<file path="src/rtl/ssc_pkg.sv">
package ssc_pkg;
  typedef enum logic [2:0] {
    ST_IDLE,
    ST_LOOK,
    ST_REFILL,
    ST_FILL,
    ST_RESP,
    ST_FLUSH
  } ssc_state_e;
endpackage

</file>
<file path="src/rtl/ssc_match.sv">
module ssc_match #(
  parameter int ADDR_W = 12,
  parameter int WAYS   = 4,
  localparam int WAY_W = (WAYS > 1) ? $clog2(WAYS) : 1
) (
  input  logic [WAYS-1:0]        vld,
  input  logic [WAYS*ADDR_W-1:0] tags,
  input  logic [ADDR_W-1:0]      addr,
  output logic                   hit,
  output logic [WAY_W-1:0]       hit_way,
  output logic                   free_any,
  output logic [WAY_W-1:0]       free_way
);
  logic [WAYS-1:0] match;

  // one comparator per way
  for (genvar w = 0; w < WAYS; w++) begin : g_cmp
    assign match[w] = vld[w] && (tags[w*ADDR_W +: ADDR_W] == addr);
  end

  always_comb begin
    hit      = |match;
    free_any = ~&vld;
    hit_way  = '0;
    free_way = '0;
    // descending scan: lowest index wins
    for (int w = WAYS - 1; w >= 0; w--) begin
      if (match[w]) hit_way = WAY_W'(w);
      if (!vld[w])  free_way = WAY_W'(w);
    end
  end
endmodule

</file>
<file path="src/rtl/ssc_lru.sv">
module ssc_lru #(
  parameter int SETS = 8,
  parameter int WAYS = 4,
  localparam int IDX_W = (SETS > 1) ? $clog2(SETS) : 1,
  localparam int WAY_W = (WAYS > 1) ? $clog2(WAYS) : 1
) (
  input  logic             clk,
  input  logic             rst_n,
  input  logic             touch,
  input  logic [IDX_W-1:0] touch_set,
  input  logic [WAY_W-1:0] touch_way,
  input  logic [IDX_W-1:0] rd_set,
  output logic [WAY_W-1:0] old_way
);
  // per-set age ranks, always a permutation of 0..WAYS-1
  logic [WAY_W-1:0] age_q [SETS][WAYS];

  always_ff @(posedge clk) begin
    if (!rst_n) begin
      for (int s = 0; s < SETS; s++)
        for (int w = 0; w < WAYS; w++)
          age_q[s][w] <= WAY_W'(w);
    end else if (touch) begin
      for (int w = 0; w < WAYS; w++) begin
        if (WAY_W'(w) == touch_way)
          age_q[touch_set][w] <= '0;
        else if (age_q[touch_set][w] < age_q[touch_set][touch_way])
          age_q[touch_set][w] <= age_q[touch_set][w] + 1'b1;
      end
    end
  end

  always_comb begin
    old_way = '0;
    for (int w = 0; w < WAYS; w++)
      if (age_q[rd_set][w] == WAY_W'(WAYS - 1)) old_way = WAY_W'(w);
  end
endmodule

</file>
<file path="src/rtl/ssc_top.sv">
module ssc_top
  import ssc_pkg::*;
#(
  parameter int ADDR_W = 12,
  parameter int SETS   = 8,
  parameter int WAYS   = 4,
  parameter int CNT_W  = 16
) (
  input  logic              clk,
  input  logic              rst_n,
  input  logic              req_valid,
  output logic              req_ready,
  input  logic              req_we,
  input  logic [ADDR_W-1:0] req_addr,
  input  logic [7:0]        req_wdata,
  output logic              rsp_valid,
  input  logic              rsp_ready,
  output logic [7:0]        rsp_rdata,
  input  logic              flush,
  output logic              flush_busy,
  output logic              sram_en,
  output logic              sram_we,
  output logic [ADDR_W-1:0] sram_addr,
  output logic [7:0]        sram_wdata,
  input  logic [7:0]        sram_rdata,
  output logic [CNT_W-1:0]  cnt_sram_rd,
  output logic [CNT_W-1:0]  cnt_sram_wr,
  output logic [CNT_W-1:0]  cnt_hit,
  output logic [CNT_W-1:0]  cnt_silent
);
  localparam int IDX_W = (SETS > 1) ? $clog2(SETS) : 1;
  localparam int WAY_W = (WAYS > 1) ? $clog2(WAYS) : 1;

  ssc_state_e state_q, state_d;

  logic [ADDR_W-1:0] addr_q;
  logic [7:0]        wdata_q, rdata_q;
  logic              we_q;
  logic [WAY_W-1:0]  vic_q;
  logic [IDX_W-1:0]  fl_set_q;
  logic [WAY_W-1:0]  fl_way_q;

  logic [ADDR_W-1:0] tag_q [SETS][WAYS];
  logic [7:0]        dat_q [SETS][WAYS];
  logic [WAYS-1:0]   vld_q [SETS];
  logic [WAYS-1:0]   dn_q  [SETS];

  logic [IDX_W-1:0]       idx;
  logic [WAYS*ADDR_W-1:0] set_tags;
  logic                   hit, free_any;
  logic [WAY_W-1:0]       hit_way, free_way, lru_way, vic_way;
  logic                   touch;
  logic [WAY_W-1:0]       touch_way;
  logic                   look_hit, fl_dirty, fl_last, same_hit, same_fill;

  assign idx = (SETS > 1) ? IDX_W'(addr_q) : '0;

  always_comb begin
    for (int w = 0; w < WAYS; w++) set_tags[w*ADDR_W +: ADDR_W] = tag_q[idx][w];
  end

  ssc_match #(.ADDR_W(ADDR_W), .WAYS(WAYS)) u_match (
    .vld(vld_q[idx]), .tags(set_tags), .addr(addr_q),
    .hit(hit), .hit_way(hit_way), .free_any(free_any), .free_way(free_way)
  );

  ssc_lru #(.SETS(SETS), .WAYS(WAYS)) u_lru (
    .clk(clk), .rst_n(rst_n), .touch(touch), .touch_set(idx),
    .touch_way(touch_way), .rd_set(idx), .old_way(lru_way)
  );

  assign vic_way   = free_any ? free_way : lru_way;
  assign look_hit  = (state_q == ST_LOOK) && hit;
  assign touch     = look_hit || (state_q == ST_FILL);
  assign touch_way = look_hit ? hit_way : vic_q;
  assign same_hit  = look_hit && we_q && (dat_q[idx][hit_way] == wdata_q);
  assign same_fill = (state_q == ST_FILL) && we_q && (sram_rdata == wdata_q);
  assign fl_dirty  = vld_q[fl_set_q][fl_way_q] && dn_q[fl_set_q][fl_way_q];
  assign fl_last   = (fl_set_q == IDX_W'(SETS - 1)) && (fl_way_q == WAY_W'(WAYS - 1));

  assign req_ready  = (state_q == ST_IDLE) && !flush;
  assign rsp_valid  = (state_q == ST_RESP);
  assign rsp_rdata  = rdata_q;
  assign flush_busy = (state_q == ST_FLUSH);

  // next state and SRAM port
  always_comb begin
    state_d    = state_q;
    sram_en    = 1'b0;
    sram_we    = 1'b0;
    sram_addr  = addr_q;
    sram_wdata = '0;
    unique case (state_q)
      ST_IDLE: begin
        if (flush)          state_d = ST_FLUSH;
        else if (req_valid) state_d = ST_LOOK;
      end
      ST_LOOK: begin
        if (hit) begin
          state_d = ST_RESP;
        end else if (vld_q[idx][vic_way] && dn_q[idx][vic_way]) begin
          sram_en    = 1'b1;
          sram_we    = 1'b1;
          sram_addr  = tag_q[idx][vic_way];
          sram_wdata = dat_q[idx][vic_way];
          state_d    = ST_REFILL;
        end else begin
          sram_en = 1'b1;
          state_d = ST_FILL;
        end
      end
      ST_REFILL: begin
        sram_en = 1'b1;
        state_d = ST_FILL;
      end
      ST_FILL: state_d = ST_RESP;
      ST_RESP: if (rsp_ready) state_d = ST_IDLE;
      ST_FLUSH: begin
        if (fl_dirty) begin
          sram_en    = 1'b1;
          sram_we    = 1'b1;
          sram_addr  = tag_q[fl_set_q][fl_way_q];
          sram_wdata = dat_q[fl_set_q][fl_way_q];
        end
        if (fl_last) state_d = ST_IDLE;
      end
      default: state_d = ST_IDLE;
    endcase
  end

  always_ff @(posedge clk) begin
    if (!rst_n) begin
      state_q  <= ST_IDLE;
      fl_set_q <= '0;
      fl_way_q <= '0;
      for (int s = 0; s < SETS; s++) begin
        vld_q[s] <= '0;
        dn_q[s]  <= '0;
      end
    end else begin
      state_q <= state_d;
      if (state_q == ST_IDLE) begin
        fl_set_q <= '0;
        fl_way_q <= '0;
      end
      if (state_q == ST_LOOK && !hit) vic_q <= vic_way;
      if (look_hit && we_q && !same_hit) dn_q[idx][hit_way] <= 1'b1;
      if (state_q == ST_FILL) begin
        vld_q[idx][vic_q] <= 1'b1;
        dn_q[idx][vic_q]  <= we_q && !same_fill;
      end
      if (state_q == ST_FLUSH) begin
        dn_q[fl_set_q][fl_way_q] <= 1'b0;
        if (fl_way_q == WAY_W'(WAYS - 1)) begin
          fl_way_q <= '0;
          fl_set_q <= fl_set_q + 1'b1;
        end else begin
          fl_way_q <= fl_way_q + 1'b1;
        end
      end
    end
  end

  // request capture and line payload (no reset needed)
  always_ff @(posedge clk) begin
    if (state_q == ST_IDLE && req_valid && !flush) begin
      addr_q  <= req_addr;
      wdata_q <= req_wdata;
      we_q    <= req_we;
    end
    if (look_hit) begin
      rdata_q <= we_q ? wdata_q : dat_q[idx][hit_way];
      if (we_q) dat_q[idx][hit_way] <= wdata_q;
    end
    if (state_q == ST_FILL) begin
      tag_q[idx][vic_q] <= addr_q;
      dat_q[idx][vic_q] <= we_q ? wdata_q : sram_rdata;
      rdata_q           <= we_q ? wdata_q : sram_rdata;
    end
  end

  always_ff @(posedge clk) begin
    if (!rst_n) begin
      cnt_sram_rd <= '0;
      cnt_sram_wr <= '0;
      cnt_hit     <= '0;
      cnt_silent  <= '0;
    end else begin
      if (sram_en && !sram_we)   cnt_sram_rd <= cnt_sram_rd + 1'b1;
      if (sram_en && sram_we)    cnt_sram_wr <= cnt_sram_wr + 1'b1;
      if (look_hit)              cnt_hit     <= cnt_hit + 1'b1;
      if (same_hit || same_fill) cnt_silent  <= cnt_silent + 1'b1;
    end
  end
endmodule

</file>
<file path="config.mk">
export PLATFORM = sky130hd
export DESIGN_NAME = ssc_top
export DESIGN_NICKNAME = d
export VERILOG_FILES = /design/src/rtl/ssc_pkg.sv /design/src/rtl/ssc_match.sv /design/src/rtl/ssc_lru.sv /design/src/rtl/ssc_top.sv
export SDC_FILE = /design/constraint.sdc
export NUM_CORES = 2
export LEC_CHECK = 0
export ABC_AREA = 1
export BUFFER_PORTS_ARGS = -buffer_cell sky130_fd_sc_hd__buf_2
export CORE_MARGIN = 2
export CORE_UTILIZATION = 55
export CTS_CLUSTER_SIZE = 14
export DETAILED_ROUTE_END_ITERATION = 8
export PLACE_DENSITY = 0.72
export SETUP_SLACK_MARGIN = 0.02
export SYNTH_ARGS = -nofsm -noshare
export SYNTH_HDL_FRONTEND = slang
export SYNTH_SLANG_ARGS = --single-unit
export TNS_END_PERCENT = 5
</file>
<file path="constraint.sdc">
create_clock -name clk -period 12.85 [get_ports clk]
set_clock_uncertainty 0.05 [all_clocks]
set_input_delay 1.285 -clock clk [delete_from_list [all_inputs] [get_ports clk]]
set_output_delay 1.285 -clock clk [all_outputs]
set_load 0.005 [all_outputs]
</file>
=== Yosys cells after proc, flatten, opt, wreduce, memory -nomap -nowiden ===
Memories as Yosys holds them, arrays and structs flattened. A register that Yosys moved wholly into a read port is not among the register bits.
Index checks and enable logic that the tools add are counted.

* $add $sub $neg: 10
* Magnitude comparators: 18
* Eq/ne operators: 22
* Multiplexer cells: 194
* Bitwise operators: 45
* Reduce and logical (&&, ||, !) cells: 44

{| class="wikitable"
|+ Operators with widths
! operator !! number
|-
| two-way mux 8 bit || 16
|-
| two-way mux 12 bit || 8
|-
| two-way mux 1 bit || 94
|-
| adder 16 x 1 -> 16 bit, second input constant || 4
|-
| two-way mux 32 bit || 2
|-
| two-way mux 3 bit || 21
|-
| binary-select mux 12 bit (select 2 bit) || 2
|-
| binary-select mux 8 bit (select 2 bit) || 3
|-
| equality test 12 bit || 4
|-
| two-way mux 48 bit || 1
|-
| two-way mux 2 bit || 21
|-
| two-way mux 4 bit || 10
|-
| bitwise OR 1 bit || 40
|-
| demux 8 bit (select 2 bit) || 2
|-
| logical AND 1 bit || 25
|-
| demux 12 bit (select 2 bit) || 1
|-
| case mux 12 bit (2 select lines) || 1
|-
| case mux 3 bit (6 select lines) || 1
|-
| equality test 8 bit || 2
|-
| case mux 8 bit (2 select lines) || 1
|-
| OR reduction 4 bit || 4
|-
| greater-or-equal comparator 3 bit, second input constant || 5
|-
| NOT 2 -> 3 bit || 5
|-
| < comparator 2 x 3 -> 1 bit, second input constant || 4
|-
| 27 further kinds || 56
|}

* Flip-flop bits (word level): 103
* RAM bits: 768
* Input port bits: 34
* Memories: 5

{| class="wikitable"
|+ Memory list
! memory !! words !! width !! rd ports !! clocked after Yosys merged registers in !! write ports !! RTL line !! source
|-
| tag_q || 8 || 48 || 2 || 2 || 1 || ssc_top.sv:43 || <nowiki>logic [ADDR_W-1:0] tag_q [SETS][WAYS];</nowiki>
|-
| dat_q || 8 || 32 || 2 || 2 || 1 || ssc_top.sv:44 || <nowiki>logic [7:0] dat_q [SETS][WAYS];</nowiki>
|-
| u_lru.age_q || 8 || 8 || 1 || 1 || 8 || ssc_lru.sv:16 || <nowiki>logic [WAY_W-1:0] age_q [SETS][WAYS];</nowiki>
|-
| dn_q || 8 || 4 || 2 || 2 || 8 || ssc_top.sv:46 || <nowiki>logic [WAYS-1:0] dn_q [SETS];</nowiki>
|-
| vld_q || 8 || 4 || 2 || 2 || 8 || ssc_top.sv:45 || <nowiki>logic [WAYS-1:0] vld_q [SETS];</nowiki>
|}

=== Depth between registers and ports, before layout ===
* Depth after elaboration: 21
* Gate-level depth with buffers: 33
* Depth with buffers taken out: 30

=== By module ===
Synthesis repeated with hierarchy kept, for this count alone.

* Cells, all modules: 5,550
* Area total of the unflattened synthesis: 46,744.8 µm²

{| class="wikitable"
|+ By module, submodules not included
! module !! instances !! cells an instance !! area an instance (µm²) !! sequential area each (µm²)
|-
| ssc_top || 1 || 4,877 || 42,007.8 || 23,252.3
|-
| ssc_lru || 1 || 489 || 3,898.7 || 1,921.8
|-
| ssc_match || 1 || 184 || 838.3 || 0.0
|}

=== Worst setup path after synthesis ===
No wires, ideal clock.

* Path type: reg-to-output
* From: register with a tool-made name
* To: output sram_addr[5]
* Arrival time: 3,869 ps
* Required time: 11,515 ps
* Slack: 7,646 ps
* Stages on the path, launching flop included: 26
* Path through: dfxtp_1 -> buf_6 -> buf_4 -> buf_4 -> buf_2 -> buf_2 -> buf_2 -> buf_2 -> buf_1 -> o21ai_0 -> o22ai_1 -> nor2_1 -> a31oi_1 -> ha_1 -> inv_1 -> a21oi_1 -> nand2_1 -> nand2_2 -> buf_4 -> o211ai_1 -> nand3_1 -> nand3_2 -> nor2_4 -> clkbuf_1 -> o21ai_0 -> o21ai_0

{| class="wikitable"
|+ RTL lines
! item !! RTL line !! source
|-
| end, declared || ssc_top.sv:23 || <nowiki>output logic [ADDR_W-1:0] sram_addr,</nowiki>
|}

==> results.md <==
* Outcome: complete, but fails checks
* Failing checks: design-rule violations, max-capacitance violations, max-slew violations
* Max_cap viols at 1
* Final wirelength at 163 mm
* Fmax at 110 MHz
* Layout Cells excl Fill at 6868
* Core area at 0.0854 sq mm
* Critical Path RT at 11.52 ns
* DRC at 1
* Global Route Usage Sum at 35.8%
* Setup ws final at 3.76 ns
* Pwr/cell area at 160 mW/mm^2
* HP Class: flip-flop to flip-flop
* Fillers at 7465
* Sequential fraction of the synthesis area at 53.0%
* Commonest non-fill, non-tap cells in the layout: nand2_1, edfxtp_1, nand3_1
* First-pass GRT wire length at 242 mm
* Worst slew pin tran at 1.54 ns
* Width of the die at 298 um
* Final net count at 5694
* CTS tree: built
* Synth Cell Area at 0.0475 sq mm
* Largest net degree at the start of global routing at 164
* Post-CTS setup buffers at 0
* Clock sink count at 874
* Commonest non-fill, non-tap cell in the layout: nand2_1
* Crit path max fanout at 78
* CTS clk-pin slew, worst paths at 0.06 ns
* Num ports at 131
* Fin Hold WS at 0.422 ns
* Hold Violations, Final at 0
* Gpl congestion at 0.994
* WP data arrival at 7.75 ns
* Hold Startpoint: cnt_hit[15]$_SDFFE_PN0N_
* Vias at 42900
* Static leakage at 20.2 nW
* CTS Root Cell: clkbuf_16
* Initial antenna violation count at 6
* Final period util at 70.7%
* Congestion Overflow GR at 0
* Min Tclk post-route at 9.09 ns
* Setup TNS at 0 ns
* Startpoint types: flip-flop
* Avg Cell Area, Syn at 8.35 sq um
* Initial Util at 55.6%
* Max-slew violation count at 2
* Setup crit end kind: output port
* RSZ-0062 raised after global routing: false
* Net count after synthesis at 5738
* Die Y-Extent at 298 um
* Number of synthesized flops with an enable pin at 767
* Worst-Skew Late Latency at 0.68 ns
* CTS Buf Count at 92
* H-tree levels at 3
* HPWL Detailed at 103 mm
* Area Overhead vs Synth at 8.94%
* Drt first pass iters at 9
* DIE AREA at 0.0887 sq mm
* Async SR Flop Fraction at 0%
* Initial drt markers at 6759
* Buffers on Ports at 130
* CP Class: flip-flop to output port
* Count of final setup violators at 0
* Num rows at 107
* Inst Count DP at 6693
* Ratio of cells with drive above 1 in the final layout at 8.31%
* Main synth FF type: edfxtp_1
* Number of hold buffers added after CTS at 0
* Syn. warnings at 0
* Library cells used by synthesis at 52
* Vias in the first global route at 39000
* Antenna viol nets, final at 0
* Max VDD drop at 0.000129 V
* Mapped Cells at 5687
* Wire per inst at 23.8 um
* Vias per cell at 6.25
* CTS max path bufs at 3
* Post-placement setup slack at 4.79 ns
* Post-CTS sizing at 0
* Max-slew headroom at -4.24%
* FF+latch count, synth at 874
-- critical path, cell delays in order (launching register included) --
cell	delay, ns
dfxtp_4	0.53
inv_8	0.53
buf_4	0.64
buf_4	0.57
o21ai_0	0.14
o22ai_1	0.14
nor2_1	0.06
a31oi_1	0.30
ha_1	0.25
a21oi_1	0.09
nand2_1	0.10
nand2_2	0.59
inv_1	0.79
buf_4	0.37
nand3_1	0.12
nand3_1	0.12
nand3_2	0.13
nor2_4	0.56
nand2_4	0.30
nand2_2	0.33
buf_2	0.18
-- state kept, by name, summed over array words and instances, names as in the netlist, 3 cells and up, named ones only --
| name | flops |
|---|---|
| rsp_rdata | 8 |
| cnt_sram_rd | 16 |
| dn_q | 32 |
| wdata_q | 8 |
| cnt_hit | 16 |
| cnt_sram_wr | 16 |
| cnt_silent | 16 |
| fl_set_q | 3 |
| state_q | 3 |
| u_lru.age_q | 64 |
| tag_q | 384 |
| dat_q | 256 |
| vld_q | 32 |
| addr_q | 12 |
-- final timing paths --
path / to / slack (ns) / cells after the start
worst min register to register: cnt_hit[15]$_SDFFE_PN0N_ / 0.42 / 2
worst max register to register: cnt_sram_rd[13]$_SDFFE_PN0P_ / 4.77 / 26
worst min-delay path: cnt_hit[15]$_SDFFE_PN0N_ / 0.42 / 2
worst max-delay path: sram_we / 3.76 / 20
-- report_power, final --
part | total [W] | switching, W | internal, W
registers | 0.00326 | 0.0000671 | 0.00319
logic | 0.00235 | 0.00177 | 0.000573
clock network | 0.00269 | 0.00114 | 0.00154
total | 0.00829 | 0.00299 | 0.00531
-- metrics by stage --
| step | power, W | cell area (sq um) | utilization, % |
|---|---|---|---|
| after detailed placement | 0.00556 | 48700 | 57.0 |
| final | 0.00829 | 51700 | 60.6 |
| after global routing | 0.00856 | 51700 | 60.5 |
| after CTS | 0.00820 | 51700 | 60.5 |
| after floorplan | 0.00478 | 47500 | - |
| after global placement | 0.00555 | 48700 | 57.0 |
-- metal layers --
layer  track usage (%)  vias up  wire, um
met5                 0        -         0
met4              18.2        0      9080
met3              7.20      541     21300
met2              54.6     3015     72200
met1              48.8    19900     60800
li1                  -    19400         -
-- cell families (layout without fill, tap and decap cells) --
kind of cell,after synthesis,count (layout),share of synthesized area (%)
AND/OR/NAND/NOR,2618,2618,23.4
AO/OA/AOI/OAI,1229,1229,14.6
buffers and inverters,922,952,7.97
flip-flops,874,874,53.0
adder cells (fa/ha/maj),17,17,0.448
other,0,7,0
XOR/XNOR,27,27,0.498
-- synthesized netlist by cell type, types with 30 or more instances --
cell type	number	area share [%]
a211oi_1	55	0.87
a21oi_1	387	4.1
a31oi_1	40	0.53
buf_1	31	0.25
buf_2	64	0.67
clkbuf_1	233	1.8
dfxtp_1	107	4.5
edfxtp_1	767	49
inv_1	531	4.2
nand2_1	1350	11
nand3_1	621	6.5
nor2_1	486	3.8
nor3_1	49	0.52
o211ai_1	30	0.47
o21ai_0	499	5.3
o21ai_1	42	0.44
o22ai_1	49	0.65
o311ai_0	84	1.5
-- final cells by class --
| type | instances | area (sq um) | area share (%) |
|---|---|---|---|
| Antenna cell | 7 | 17.5 | 0.0339 |
| Clock buffer | 122 | 2570 | 4.97 |
| Clock inverter | 46 | 418 | 0.808 |
| Inverter | 556 | 2120 | 4.10 |
| Multi-Input combinational cell | 3891 | 18600 | 35.9 |
| Sequential cell | 874 | 25200 | 48.7 |
| Tap cell | 1144 | 1430 | 2.77 |
| Timing Repair Buffer | 228 | 1410 | 2.73 |
Note: power is estimated with default switching activity, not from simulation.
